$ cat config.mk
export PLATFORM = sky130hd
export DESIGN_NAME = pgdram_ctrl
export DESIGN_NICKNAME = d
export VERILOG_FILES = /design/src/rtl/pgd_pkg.sv /design/src/rtl/pgd_refresh_timer.sv /design/src/rtl/pgd_cell_array.sv /design/src/rtl/pgd_sequencer.sv /design/src/rtl/pgdram_ctrl.sv
export SDC_FILE = /design/constraint.sdc
export NUM_CORES = 1
export LEC_CHECK = 0
export CORE_MARGIN = 4
export CORE_UTILIZATION = 45
export DETAILED_ROUTE_END_ITERATION = 10
export GPL_TIMING_DRIVEN = 1
export RECOVER_POWER = 25
export SLEW_MARGIN = 20
export SYNTH_ARGS = -nofsm -noshare
export SYNTH_HDL_FRONTEND = slang
export SYNTH_SLANG_ARGS = --single-unit
$ cat constraint.sdc
create_clock -name clk -period 6.7 [get_ports clk]
set_input_delay 1.34 -clock clk [delete_from_list [all_inputs] [get_ports clk]]
set_output_delay 1.34 -clock clk [all_outputs]
set_load 0.02 [all_outputs]
$ cat src/rtl/pgd_pkg.sv
package pgd_pkg;
    localparam int ROW_AW = 2;
    localparam int COL_AW = 2;
    localparam int ADDR_W = ROW_AW + COL_AW;
    localparam int DATA_W = 8;
    localparam int N_ROWS = 1 << ROW_AW;
    localparam int N_COLS = 1 << COL_AW;
    localparam int BUS_W  = (ROW_AW > COL_AW) ? ROW_AW : COL_AW;

    typedef logic [ROW_AW-1:0] row_t;
    typedef logic [COL_AW-1:0] col_t;
    typedef logic [DATA_W-1:0] byte_t;
    typedef logic [ADDR_W-1:0] addr_t;

    typedef enum logic [1:0] {
        PH_IDLE,
        PH_PRE,
        PH_ACT,
        PH_CAS
    } phase_e;

    typedef struct packed {
        logic  wr;
        row_t  row;
        col_t  col;
        byte_t wdata;
    } hreq_t;

    typedef struct packed {
        logic  load;
        row_t  load_row;
        logic  store;
        row_t  store_row;
        logic  wr_en;
        col_t  col;
        byte_t wdata;
    } arr_cmd_t;

    function automatic row_t addr_row(input addr_t a);
        return a[ADDR_W-1:COL_AW];
    endfunction

    function automatic col_t addr_col(input addr_t a);
        return a[COL_AW-1:0];
    endfunction
endpackage

$ cat src/rtl/pgd_refresh_timer.sv
module pgd_refresh_timer #(
    parameter int REF_PERIOD = 1024
) (
    input  logic clk,
    input  logic rst,
    input  logic ack,
    output logic pend
);
    localparam int CW = $clog2(REF_PERIOD + 1);
    localparam logic [CW-1:0] LAST = CW'(REF_PERIOD - 1);

    logic [CW-1:0] cnt;

    always_ff @(posedge clk) begin
        if (rst) begin
            cnt  <= '0;
            pend <= 1'b0;
        end else begin
            if (cnt == LAST) begin
                cnt  <= '0;
                pend <= 1'b1;
            end else begin
                cnt <= cnt + 1'b1;
                if (ack) pend <= 1'b0;
            end
        end
    end
endmodule

$ cat src/rtl/pgd_cell_array.sv
module pgd_cell_array
    import pgd_pkg::*;
(
    input  logic     clk,
    input  logic     rst,
    input  arr_cmd_t cmd,
    input  col_t     rd_col,
    output byte_t    rd_data
);
    byte_t mem  [N_ROWS][N_COLS];
    byte_t rbuf [N_COLS];

    always_ff @(posedge clk) begin
        if (rst) begin
            for (int r = 0; r < N_ROWS; r++)
                for (int c = 0; c < N_COLS; c++)
                    mem[r][c] <= '0;
            for (int c = 0; c < N_COLS; c++)
                rbuf[c] <= '0;
        end else begin
            if (cmd.store)
                for (int c = 0; c < N_COLS; c++)
                    mem[cmd.store_row][c] <= rbuf[c];
            if (cmd.load) begin
                for (int c = 0; c < N_COLS; c++)
                    rbuf[c] <= mem[cmd.load_row][c];
            end else if (cmd.wr_en) begin
                rbuf[cmd.col] <= cmd.wdata;
            end
        end
    end

    assign rd_data = rbuf[rd_col];
endmodule

$ cat src/rtl/pgd_sequencer.sv
module pgd_sequencer
    import pgd_pkg::*;
#(
    parameter int T_RCD = 2,
    parameter int T_RP  = 2
) (
    input  logic             clk,
    input  logic             rst,
    input  logic             req_valid,
    input  hreq_t            req,
    output logic             req_ready,
    input  logic             ref_pend,
    output logic             ref_ack,
    output arr_cmd_t         arr_cmd,
    output col_t             rd_col,
    input  byte_t            rd_byte,
    output logic             rsp_valid,
    output byte_t            rsp_data,
    output logic             ras_n,
    output logic             cas_n,
    output logic [BUS_W-1:0] bus_addr
);
    localparam int TMAX = (T_RCD > T_RP) ? T_RCD : T_RP;
    localparam int TW   = $clog2(TMAX + 1);
    localparam logic [ROW_AW:0] REF_END = (ROW_AW+1)'(N_ROWS);

    phase_e          phase, phase_n;
    logic [TW-1:0]   tmr, tmr_n;
    logic            open_flag;
    row_t            open_row;
    hreq_t           cur, cur_n;
    logic            in_ref, in_ref_n;
    logic [ROW_AW:0] ref_idx, ref_idx_n;
    logic            start_pre, start_act;
    row_t            act_row;

    assign req_ready = (phase == PH_IDLE) && !ref_pend;

    always_comb begin
        phase_n   = phase;
        tmr_n     = tmr;
        cur_n     = cur;
        in_ref_n  = in_ref;
        ref_idx_n = ref_idx;
        start_pre = 1'b0;
        start_act = 1'b0;
        act_row   = cur.row;
        ref_ack   = 1'b0;
        unique case (phase)
            PH_IDLE: begin
                if (ref_pend) begin
                    ref_ack   = 1'b1;
                    in_ref_n  = 1'b1;
                    ref_idx_n = '0;
                    if (open_flag) begin
                        start_pre = 1'b1;
                    end else begin
                        start_act = 1'b1;
                        act_row   = '0;
                    end
                end else if (req_valid) begin
                    cur_n = req;
                    if (open_flag && open_row == req.row) begin
                        phase_n = PH_CAS;
                    end else if (open_flag) begin
                        start_pre = 1'b1;
                    end else begin
                        start_act = 1'b1;
                        act_row   = req.row;
                    end
                end
            end
            PH_PRE: begin
                if (tmr == '0) begin
                    if (in_ref && ref_idx == REF_END) begin
                        phase_n  = PH_IDLE;
                        in_ref_n = 1'b0;
                    end else if (in_ref) begin
                        start_act = 1'b1;
                        act_row   = ref_idx[ROW_AW-1:0];
                    end else begin
                        start_act = 1'b1;
                        act_row   = cur.row;
                    end
                end else begin
                    tmr_n = tmr - 1'b1;
                end
            end
            PH_ACT: begin
                if (tmr == '0) begin
                    if (in_ref) begin
                        start_pre = 1'b1;
                        ref_idx_n = ref_idx + 1'b1;
                    end else begin
                        phase_n = PH_CAS;
                    end
                end else begin
                    tmr_n = tmr - 1'b1;
                end
            end
            PH_CAS: phase_n = PH_IDLE;
            default: phase_n = PH_IDLE;
        endcase
        if (start_pre) begin
            phase_n = PH_PRE;
            tmr_n   = TW'(T_RP - 1);
        end
        if (start_act) begin
            phase_n = PH_ACT;
            tmr_n   = TW'(T_RCD - 1);
        end
    end

    always_ff @(posedge clk) begin
        if (rst) begin
            phase     <= PH_IDLE;
            tmr       <= '0;
            cur       <= '0;
            in_ref    <= 1'b0;
            ref_idx   <= '0;
            open_flag <= 1'b0;
            open_row  <= '0;
            rsp_valid <= 1'b0;
            rsp_data  <= '0;
        end else begin
            phase   <= phase_n;
            tmr     <= tmr_n;
            cur     <= cur_n;
            in_ref  <= in_ref_n;
            ref_idx <= ref_idx_n;
            if (start_pre) open_flag <= 1'b0;
            if (start_act) begin
                open_flag <= 1'b1;
                open_row  <= act_row;
            end
            rsp_valid <= (phase == PH_CAS) && !cur.wr;
            if ((phase == PH_CAS) && !cur.wr) rsp_data <= rd_byte;
        end
    end

    always_comb begin
        arr_cmd.load      = start_act;
        arr_cmd.load_row  = act_row;
        arr_cmd.store     = start_pre;
        arr_cmd.store_row = open_row;
        arr_cmd.wr_en     = (phase == PH_CAS) && cur.wr;
        arr_cmd.col       = cur.col;
        arr_cmd.wdata     = cur.wdata;
    end

    assign rd_col = cur.col;
    assign ras_n  = !open_flag;
    assign cas_n  = (phase != PH_CAS);

    always_comb begin
        case (phase)
            PH_ACT:  bus_addr = BUS_W'(open_row);
            PH_CAS:  bus_addr = BUS_W'(cur.col);
            default: bus_addr = '0;
        endcase
    end
endmodule

$ cat src/rtl/pgdram_ctrl.sv
module pgdram_ctrl
    import pgd_pkg::*;
#(
    parameter int T_RCD      = 2,
    parameter int T_RP       = 2,
    parameter int REF_PERIOD = 1024
) (
    input  logic              clk,
    input  logic              rst,
    input  logic              req_valid,
    output logic              req_ready,
    input  logic              req_write,
    input  logic [ADDR_W-1:0] req_addr,
    input  logic [DATA_W-1:0] req_wdata,
    output logic              rsp_valid,
    output logic [DATA_W-1:0] rsp_rdata,
    output logic              dram_ras_n,
    output logic              dram_cas_n,
    output logic [BUS_W-1:0]  dram_addr
);
    hreq_t    host_req;
    arr_cmd_t arr_cmd;
    col_t     rd_col;
    byte_t    rd_byte;
    logic     ref_pend;
    logic     ref_ack;

    always_comb begin
        host_req.wr    = req_write;
        host_req.row   = addr_row(req_addr);
        host_req.col   = addr_col(req_addr);
        host_req.wdata = req_wdata;
    end

    pgd_refresh_timer #(.REF_PERIOD(REF_PERIOD)) u_timer (
        .clk  (clk),
        .rst  (rst),
        .ack  (ref_ack),
        .pend (ref_pend)
    );

    pgd_sequencer #(.T_RCD(T_RCD), .T_RP(T_RP)) u_seq (
        .clk       (clk),
        .rst       (rst),
        .req_valid (req_valid),
        .req       (host_req),
        .req_ready (req_ready),
        .ref_pend  (ref_pend),
        .ref_ack   (ref_ack),
        .arr_cmd   (arr_cmd),
        .rd_col    (rd_col),
        .rd_byte   (rd_byte),
        .rsp_valid (rsp_valid),
        .rsp_data  (rsp_rdata),
        .ras_n     (dram_ras_n),
        .cas_n     (dram_cas_n),
        .bus_addr  (dram_addr)
    );

    pgd_cell_array u_array (
        .clk     (clk),
        .rst     (rst),
        .cmd     (arr_cmd),
        .rd_col  (rd_col),
        .rd_data (rd_byte)
    );
endmodule

# Word level (Yosys, flattened, before mapping)
# Memory sizes are Yosys's and may differ from the RTL's. A register that Yosys moved wholly into a read port is not among the register bits.
# Cells that the tools add are included.
[op_classes]
n_addsub = 3
eq_ne = 27
muxes = 74
bitwise_logic = 6
reduce_logical = 28
[op_table]
columns = ["op", "n"]
rows = [
  ["$mux W8", 5],
  ["$mux W1", 39],
  ["$mux W2", 19],
  ["$mux W32", 1],
  ["$reduce_or A32 Y1", 1],
  ["$reduce_and A7 Y1", 2],
  ["$ne A3 B1 Y1 const B", 4],
  ["$ne A4 B1 Y1 const B", 3],
  ["$ne A4 B2 Y1 const B", 3],
  ["$add A11 B1 Y11 const B", 1],
  ["$eq A11 B10 Y1 const B", 1],
  ["$mux W3", 3],
  ["$ne A3 B2 Y1 const B", 3],
  ["$ne A2 B1 Y1 const B", 4],
  ["$pmux W2 S2", 2],
  ["$pmux W2 S4", 1],
  ["$reduce_and A4 Y1", 2],
  ["$reduce_bool A2 Y1", 4],
  ["$reduce_or A8 Y1", 1],
  ["$pmux W1 S2", 3],
  ["$pmux W3 S2", 1],
  ["$reduce_or A2 Y1", 3],
  ["$logic_and A1 B1 Y1", 5],
  ["$eq A2 B2 Y1 const B", 2],
  ["other kinds (16)", 25],
]
[totals]
regBits = 37
ram_bits = 160
in_bits = 16
out_inout_bits = 14
n_memories = 2
[mem_list]
columns = ["memory", "depth", "word_bits", "read_ports", "rd_clocked_by_memory_dff", "write_ports", "line", "text"]
rows = [
  ["u_array.mem", 4, 32, 1, 0, 4, "pgd_cell_array.sv:10", "byte_t mem [N_ROWS][N_COLS];"],
  ["u_array.rbuf", 4, 8, 5, 1, 4, "pgd_cell_array.sv:11", "byte_t rbuf [N_COLS];"],
]

# Logic depth before layout (Yosys ltp)
[depth]
word_depth = 11
depth_mapped = 10
mapped_depth_nobuf = 8

# By module
# Synthesis repeated with hierarchy kept, for this count alone.
[unflattened]
cells_unflattened = 750
area_unflattened_um2 = 9422.8
[modules_own_cells]
columns = ["mod", "instances", "cells_each", "area_each_um2", "seq_area_each_um2"]
rows = [
  ["pgd_cell_array", 1, 476, 7218.2, 4804.6],
  ["pgd_sequencer", 1, 223, 1697.9, 660.6],
  ["pgd_refresh_timer", 1, 51, 506.7, 240.2],
]

# Least setup slack after synthesis
# No wires, ideal clock.
[synth_timing]
path_kind = "input port to flip-flop"
from = "input rst"
to = "memory u_array.rbuf[0][0] (netlist bit) (enable)"
setup_time_ns = 0.335
arrival_ns = 2.833
t_required_ns = 6.365
path_slack_ns = 3.532
path_stages = 5
n_path_buf = 1
cell_sequence = "clkbuf_1 nor2_1 nand2_1 nor4_2 nand2b_1"
[synth_lines]
columns = ["element", "line", "text"]
rows = [
  ["start, declared", "pgdram_ctrl.sv:9", "input logic rst,"],
  ["end, declared", "pgd_cell_array.sv:11", ""],
]

==> metrics <==
Final setup viols 0; synthesized instance count 656; Leak Pwr 3.70 nW; initial antenna violation count 0; Fmax achieved 0.202 GHz; commonest non-fill, non-tap cell in the layout edfxtp_1; vias per std cell 5.60; CP Buf/Inv Count 2; sequential fraction of the synthesis area 0.626; run status complete, but fails checks; largest net degree at the start of global routing 41; Setup Crit Path Kind in -> reg; Sw Ratio 0.288; CTS Sinks 205; #FFs+latches synth 205; Switch Pwr 1.04 mW; Least-Margin Pin Slew 1.97 ns; htree depth 1; ANT nets after route 0; Final Slew Violations 117; setup TNS 0 ns; Hold Vio Cnt, Final 0; worst-path maximum fanout 33; CP Launch Point req_addr[2]; Port Buffers 29; netlist area before placement 0.00911 mm2; Reg power frac 0.477; startpoint types input pin; vias in the first global route 5604; GPL Wtd Cong 0.853; initial DRC count 430; post-cts hold buffer count 0; P per Cell Area about 350 mW/mm2; initial core utilization 0.462; post-cts sizing count 0; Inserted Diodes 0; Ports 30; Post-synth EDFFs 160; Setup WS pre-CTS 2.16 ns; core footprint slightly below 0.02 mm2; most frequent cells in the layout edfxtp_1, and2_1, nand2_1; Root Driver clkbuf_16; drt wl/cell about 22 um; WP data arrival 5.06 ns; unrepaired setup endpoints after global routing no; first-pass GRT wire length 32.6 mm; Tmin final a little under 5 ns; die area 0.0226 mm2; worst relative slew slack -0.311; Max Cap Viol 4; Setup WS post-layout 1.76 ns; prevailing post-synth register cell edfxtp_1; layout cell share with drive strength beyond 1 0.126; Top delay family on crit path buffers and inverters; min-delay src u_seq.rsp_data[2]; DRT Pass-1 Iters 5; Required @ worst endpoint 6.82 ns; logic gate share of total power 0.193; syn_area_per_cell ~14 um2; DRC viols 0; # nets final 708; maximum VDD drop 0.158 mV; Routed WL 20.8 mm; CP peak stage delay 1.15 ns; failing checks max-capacitance violations, max-slew violations; Worst-path clk slew 0.06 ns; class of the worst hold path reg -> reg; internal power 2.57 mW; asr flop ratio synth 0; CTS tree built; r2r startpoint u_seq.phase[1]; Die Wd ~150 um; Synth Warn # 0; total power around 3.6 mW; via count 5395; crit-path cells dlygate4sd3_1 > xor2_1 > o2111ai_1 > o211a_1 > nor4b_1 > clkbuf_1 > or2_2; period utilization 0.738; setup repair bufs after CTS 0; FP Rows slightly above 50; clock power share 0.330; Post-Syn Nets 681; Die Height between 150 and 200 um; Worst setup EP type flop; Final Skew approximately 0.0085 ns; worst skew pair latency approximately 0.5 ns; Total GRT Usage 0.190; Crit-path slowest cell clkbuf_1; WHS Path Cells 2; Final HPWL DP 13.0 mm; GRT Residual Overflow 0; number of CTS-inserted buffers 22; Synth cell types 46; area grow syn2layout 12.8%; Worst R2R Path Depth 7; Crit path depth 7; CTS max path bufs 3
-- area by class of cell --
| cell class | count | area, um2 |
|---|---|---|
| flip-flops and latches | 205 | 5710 |
| clock buffers | 33 | 653 |
| clock inverters | 7 | 57.6 |
| fillers | 1677 | 9440 |
| inverters | 10 | 37.5 |
| repair buffers | 37 | 333 |
| multi-input cells | 407 | 3160 |
| well taps | 265 | 332 |
-- cell usage after synthesis, drive strengths merged, types with 7 or more instances --
cell type | number | area share
nand2b | 12 | 0.0082
ha | 9 | 0.012
a21oi | 30 | 0.018
and2 | 129 | 0.089
nor2 | 28 | 0.012
inv | 10 | 0.0041
nand2 | 61 | 0.025
mux4 | 40 | 0.099
clkbuf | 25 | 0.012
dfxtp | 45 | 0.099
a22o | 32 | 0.031
edfxtp | 160 | 0.53
xor2 | 7 | 0.0067
buf | 9 | 0.0070
nand3 | 11 | 0.0060
-- worst paths after layout --
| path | end | slack, ns |
|---|---|---|
| worst min-delay path | u_seq.rsp_data[2] | 0.45 |
| worst min register to register | u_seq.rsp_data[2] | 0.45 |
| worst max register to register | u_array.mem[2][19] | 2.52 |
| worst max-delay path | u_array.mem[2][19] | 1.76 |
-- power by group through the flow --
stage	registers [mW]	logic, mW	clock network, mW
final	1.72	0.698	1.19
after global routing	1.74	0.756	1.27
after CTS	1.73	0.714	1.21
after detailed placement	1.75	0.710	0
after global placement	1.74	0.695	0
after floorplan	1.66	0.540	0
-- worst min-delay path, stage by stage (launching register included) --
cell,delay (ns)
dfxtp_1,0.30
nand2_1,0.05
a21oi_1,0.05
-- cells by family (layout without fill, tap and decap cells) --
family | after synthesis | after routing | share of synthesized area
DFF | 205 | 205 | 0.626
AOI/OAI and AO/OA | 82 | 82 | 0.0652
muxes | 41 | 41 | 0.0999
buffers and inverters | 44 | 87 | 0.0226
xor gates and xnor gates | 12 | 12 | 0.0115
adders and majority gates | 9 | 9 | 0.0124
and+or+nand+nor | 263 | 263 | 0.162
-- sequential cells by signal (all words and copies together) (netlist names) --
| name | count |
|---|---|
| u_array.mem | 128 |
| u_seq.rd_col | 2 |
| u_seq.cur | 3 |
| u_seq.rsp_data | 8 |
| u_seq.rsp_valid | 1 |
| u_seq.in_ref | 1 |
| u_array.rbuf | 32 |
| u_seq.tmr | 2 |
| u_seq.arr_cmd | 8 |
| u_seq.open_row | 2 |
| u_seq.phase | 2 |
| u_timer.pend | 1 |
| u_seq.ref_idx | 3 |
| u_timer.cnt | 11 |
| u_seq.open_flag | 1 |
-- routing by layer --
layer | wire, um | up-vias | share of wire | GRT usage
met3 | 1150 | 35 | 0.055 | 0.0349
met5 | 0 | - | 0 | 0
met2 | 10000 | 149 | 0.48 | 0.312
met1 | 9080 | 2749 | 0.44 | 0.261
li1 | - | 2462 | - | -
met4 | 565 | 0 | 0.027 | 0.0549
-- metrics by stage --
stage | instance area, um2 | hold WS [ns] | util | cells
2_1_floorplan | 9110 | 0.426 | - | 656
3_3_place_gp | 9630 | 0.441 | 0.488 | 924
3_5_place_dp | 9630 | 0.448 | 0.488 | 924
4_1_cts | 10300 | 0.459 | 0.524 | 964
5_1_grt | 10300 | 0.479 | 0.521 | 964
6_report | 10300 | 0.451 | 0.521 | 964
Note: power is estimated with default switching activity, not from simulation.
